File: src/rtl/rgbw_colorgen.sv
module rgbw_colorgen #(
  parameter int CW = 8,
  parameter int SW = 3
) (
  input  logic            clk,
  input  logic            rst,
  input  logic            gen_mode,
  input  logic [4*CW-1:0] rx_word,
  input  logic            rx_valid,
  input  logic [CW-1:0]   hue,
  input  logic [CW-1:0]   white_sat,
  input  logic [SW-1:0]   dim_shift,
  output logic [CW-1:0]   red_o,
  output logic [CW-1:0]   grn_o,
  output logic [CW-1:0]   blu_o,
  output logic [CW-1:0]   wht_o
);
  localparam logic [CW-1:0] FULL = '1;

  logic [4*CW-1:0] held;
  logic [4*CW-1:0] direct;
  logic [CW+2:0]   h6;
  logic [CW-1:0]   up, dn, br, bg, bb;
  logic [1:0]      wsh;
  logic [4*CW-1:0] made;

  assign direct = rx_valid ? rx_word : held;
  assign h6     = {3'b000, hue} * (CW+3)'(6);
  assign up     = h6[CW-1:0];
  assign dn     = ~h6[CW-1:0];
  assign wsh    = white_sat[CW-1:CW-2];

  always_comb begin
    case (h6[CW+2:CW])
      3'd0:    {br, bg, bb} = {FULL, up, {CW{1'b0}}};
      3'd1:    {br, bg, bb} = {dn, FULL, {CW{1'b0}}};
      3'd2:    {br, bg, bb} = {{CW{1'b0}}, FULL, up};
      3'd3:    {br, bg, bb} = {{CW{1'b0}}, dn, FULL};
      3'd4:    {br, bg, bb} = {up, {CW{1'b0}}, FULL};
      default: {br, bg, bb} = {FULL, {CW{1'b0}}, dn};
    endcase
  end

  assign made = {(br >> wsh) >> dim_shift,
                 (bg >> wsh) >> dim_shift,
                 (bb >> wsh) >> dim_shift,
                 white_sat >> dim_shift};

  always_ff @(posedge clk) begin
    if (rst) begin
      held <= '0;
      {red_o, grn_o, blu_o, wht_o} <= '0;
    end else begin
      if (rx_valid) held <= rx_word;
      {red_o, grn_o, blu_o, wht_o} <= gen_mode ? made : direct;
    end
  end


  reset_zero_chk: assert property (@(posedge clk)
    $past(rst) |-> (red_o == '0 && grn_o == '0 && blu_o == '0 && wht_o == '0));


  direct_pass_chk: assert property (@(posedge clk) disable iff (rst)
    (!gen_mode && rx_valid) |=> ({red_o, grn_o, blu_o, wht_o} == $past(rx_word)));


  direct_hold_chk: assert property (@(posedge clk) disable iff (rst)
    (!$past(rst) && !$past(gen_mode) && !gen_mode && !rx_valid)
      |=> ($stable(red_o) && $stable(grn_o) && $stable(blu_o) && $stable(wht_o)));


  deep_dim_chk: assert property (@(posedge clk) disable iff (rst)
    (gen_mode && dim_shift == '1) |=> (red_o <= 1 && grn_o <= 1 && blu_o <= 1 && wht_o <= 1));


  wheel_peak_chk: assert property (@(posedge clk) disable iff (rst)
    (gen_mode && dim_shift == '0 && wsh == 2'd0)
      |=> (red_o == FULL || grn_o == FULL || blu_o == FULL));


  white_full_chk: assert property (@(posedge clk) disable iff (rst)
    (gen_mode && dim_shift == '0) |=> (wht_o == $past(white_sat)));
endmodule

File: config.mk
export PLATFORM = sky130hd
export DESIGN_NAME = rgbw_colorgen
export DESIGN_NICKNAME = d
export VERILOG_FILES = /design/src/rtl/rgbw_colorgen.sv
export SDC_FILE = /design/constraint.sdc
export NUM_CORES = 1
export LEC_CHECK = 0
export CAP_MARGIN = 0
export CORE_ASPECT_RATIO = 1.75
export CORE_MARGIN = 2
export CORE_UTILIZATION = 52
export CTS_BUF_LIST = sky130_fd_sc_hd__clkbuf_16
export DETAILED_ROUTE_END_ITERATION = 6
export GPL_ROUTABILITY_DRIVEN = 0
export PLACE_DENSITY = 0.81
export SKIP_CTS_REPAIR_TIMING = 1
export SLEW_MARGIN = 10
export SYNTH_ARGS = -nofsm -noshare
export SYNTH_HDL_FRONTEND = slang
export SYNTH_SLANG_ARGS = --single-unit
File: constraint.sdc
create_clock -name clk -period 5.6 [get_ports clk]
set_input_delay 1.68 -clock clk [delete_from_list [all_inputs] [get_ports clk]]
set_output_delay 1.68 -clock clk [all_outputs]
set_load 0.05 [all_outputs]
==> impl_metrics.csv <==
group,metric,value,unit
worst_setup_path,start_kind,"primary input",
detailed_routing,drt-wirelength-per-cell,20.8,um
sta,hold_violations,0,
worst_setup_path,r2r-end,"grn_o[6]",
layout,fin_util,0.690,
worst_setup_path,crit_top_cell,"a21oi_1",
worst_setup_path,r2r-start,"held[22]",
detailed_routing,first_iter_violations,480,
grt,grt-ovfl-total,0,
clock_network,cts_root_buf,"clkbuf_16",
detailed_routing,vias_per_cell,6.58,
grt,grt_max_degree,43,
power_and_ir_drop,peakVddDrop,0.166,mV
worst_setup_path,endpoint_kind,"flip-flop",
worst_hold_path,hold_depth,2,
clock_network,numClockSinks,64,
logic_synthesis,synth_top_family_by_area,"compound AO/OA/AOI/OAI gates",
floorplanning,die_y,125,um
logic_synthesis,syn-instance-count,537,
worst_setup_path,crit_path_max_fanout,9,
worst_setup_path,path_cells,"clkdlybuf4s50_1, ha_1, fa_1, a21oi_1, o221ai_4, xnor2_2, o31ai_1, o311a_1, a32oi_1, nor2_1, a311oi_1, a21oi_1",
placement,hpwlAfterDp,11.2,mm
worst_setup_path,worstSetupPathType,"in -> reg",
clock_network,numCtsBuffers,9,
sta,fin_hold_ws,0.500,ns
power_and_ir_drop,combPwrFrac,0.357,
sta,max_freq,0.195,GHz
worst_setup_path,cp_num_buf_inv,1,
worst_setup_path,cpPeakStageDelay,0.49,ns
logic_synthesis,muxShareOfSynthArea,0.137,
power_and_ir_drop,p_sw_frac,0.342,
worst_setup_path,reg2reg_depth,3,
worst_setup_path,reg2reg_slack,4.27,ns
logic_synthesis,synthSimpleGateAreaFrac,0.197,
sta,final-setup-viol-count,0,
detailed_routing,drc,0,
layout,most-common-layout-cells,"clkdlybuf4s50_1 (85), nor2_1 (81), dfxtp_1 (64)",
layout,seq_area,1280,um2
clock_network,cts_tree,"done",
worst_hold_path,holdPathEnd,"held[1]",
layout,nets,686,
worst_setup_path,critical_path.top_delay_family,"compound AO/OA/AOI/OAI gates",
logic_synthesis,synth_cell_type_count,75,
grt,grt_pass1_vias,4601,
grt,grt_first_pass_wirelength,23.5,mm
placement,dp_cells,702,
sta,period_needed,5.12,ns
detailed_routing,ant_nets,0,
logic_synthesis,synth_xor_area_frac,0.0118,
worst_setup_path,crit_required,5.80,ns
floorplanning,dieArea,9110,um2
power_and_ir_drop,p_switching,574,uW
logic_synthesis,ys_seq_elements,64,
clock_network,path_clk_slew,0.05,ns
floorplanning,io_pins,87,
sta,rsz0062_at_grt,"no",
worst_setup_path,arrival,5.32,ns
sta,clock_skew,0.00306,ns
worst_setup_path,slowest_stage,"clkdlybuf4s50_1",
sta,finalSetupTns,0,ns
worst_hold_path,hp-class,"reg -> reg",
layout,antenna_cells,0,
layout,area_delta_synth_final,30.6,%
logic_synthesis,syn-num-nets,602,
logic_synthesis,synth_compound_area_frac,0.278,
detailed_routing,dr_total_vias,4726,
sta,max_slew.worst_pin.slew,0.998,ns
layout,layout_commonest_cell,"clkdlybuf4s50_1",
clock_network,clk_latency,0.32,ns
floorplanning,start_util,0.528,
detailed_routing,drt_first_pass_iters,7,
grt,grt_use_total,0.334,
detailed_routing,finalWirelength,15.0,mm
floorplanning,rows,44,
sta,drv_slew,0,
grt,antenna_found_initial,0,
sta,period_share,0.914,
logic_synthesis,async_reset_ff_frac,0,
layout,multi_input_comb_area,2840,um2
logic_synthesis,seq_area_frac_synth,0.296,
power_and_ir_drop,p_int,1100,uW
layout,drive_gt1_frac,0.113,
floorplanning,core-area,8200,um2
clock_network,cts_buffer_depth,2,
layout,instances_no_fill,718,
power_and_ir_drop,p_per_area,297,nW/um2
logic_synthesis,ys.flop_type,"dfxtp_1",
layout,fillCellCount,651,
logic_synthesis,syn_area_per_cell,8.07,um2
placement,port_buffers,86,
logic_synthesis,synth-adder-area-share,0.0306,
logic_synthesis,synth_edf_count,0,
clock_network,htree_num_levels,3,
floorplanning,die_w,73.0,um
logic_synthesis,yosysWarnings,0,
power_and_ir_drop,p_seq_frac,0.295,
run_status,status,"complete, no violations",
worst_hold_path,hp-start,"held[1]",
logic_synthesis,netlist_area,4330,um2
power_and_ir_drop,p_leak,0.00227,uW
sta,maxSlewHeadroom,0.334,
power_and_ir_drop,power_frac_clock,0.348,
job,max-cap-violations,0,
[registers in the layout (all words and copies together) (netlist names)]
| name | count |
|---|---|
| held | 32 |
| blu_o | 8 |
| grn_o | 8 |
| red_o | 8 |
| wht_o | 8 |
[cells in the mapped netlist (3+ instances only)]
cell type / count / area, um2
o2bb2ai_1: 14 / 123
o21a_1: 3 / 22.5
inv_2: 3 / 11.3
xnor2_1: 3 / 26.3
o211a_1: 3 / 30.0
a211oi_1: 9 / 67.6
nand2b_1: 5 / 31.3
a32oi_1: 3 / 26.3
mux2i_1: 46 / 460
a21oi_1: 35 / 175
nor3_1: 17 / 85.1
a21o_1: 7 / 52.6
nand4_1: 3 / 18.8
ha_1: 9 / 113
nor2_1: 81 / 304
inv_1: 12 / 45.0
mux4_2: 3 / 67.6
nor4_1: 5 / 31.3
o311a_1: 4 / 40.0
a31oi_1: 5 / 31.3
dfxtp_1: 64 / 1280
mux2_2: 6 / 67.6
a211o_1: 4 / 35.0
o311ai_0: 3 / 26.3
a2111oi_0: 3 / 26.3
a221oi_1: 3 / 26.3
o22ai_1: 7 / 43.8
o21ai_1: 3 / 15.0
nand3_1: 17 / 85.1
o21ai_0: 23 / 115
buf_1: 7 / 26.3
nand2_1: 42 / 158
clkbuf_1: 27 / 101
a22oi_1: 4 / 30.0
[per-layer routing]
layer	GRT usage	vias to the layer above	part of all wire
met4	0.259	0	0.087
met1	0.343	2117	0.33
met3	0.0744	100	0.086
met2	0.561	337	0.50
met5	0	-	0
li1	-	2172	-
[worst max-delay path by stage]
stage | start | endpoint | depth (start not counted)
5_1_grt | hue[0] | blu_o[0] | 12
3_5_place_dp | hue[0] | red_o[2] | 12
6_report | hue[0] | red_o[2] | 12
4_1_cts | hue[0] | red_o[2] | 12
2_1_floorplan | hue[0] | blu_o[0] | 11
3_3_place_gp | hue[0] | red_o[2] | 12
[tightest hold or removal path, delay by kind of cell (launching register included)]
| kind | cells | cell delay, ns |
|---|---|---|
| AND/OR/NAND/NOR | 1 | 0.08 |
| flip-flops | 1 | 0.30 |
| multiplexers | 1 | 0.08 |
[power by group through the flow]
stage          Sequential (uW)  Combinational, uW  Clock, uW
6_report                   495                600        584
5_1_grt                    497                637        607
4_1_cts                    495                582        588
3_5_place_dp               505                577          0
3_3_place_gp               505                567          0
2_1_floorplan              563                322          0
[kinds of logic after synthesis]
logic type	count (synthesis)
DFF	64
xor gates and xnor gates	5
muxes	55
and+or+nand+nor	186
AOI/OAI and AO/OA	164
adders and majority gates	10
buffers and inverters	53
[through the flow]
stage                     power [uW]  area [um2]  setup WS [ns]
final                           1680        5660          0.480
after global routing            1740        5660          0.231
after CTS                       1660        5660          0.552
after detailed placement        1080        5340          0.217
after global placement          1070        5340          0.287
after floorplan                  885        4330           1.14
[layout make-up]
cell class	instances	area share
clock buffers	9	0.0398
inverters	15	0.00995
clock inverters	7	0.0170
flip-flops and latches	64	0.226
multi-input cells	420	0.502
well taps	92	0.0203
repair buffers	111	0.184
No activity file was read; power rests on OpenSTA's default activity.
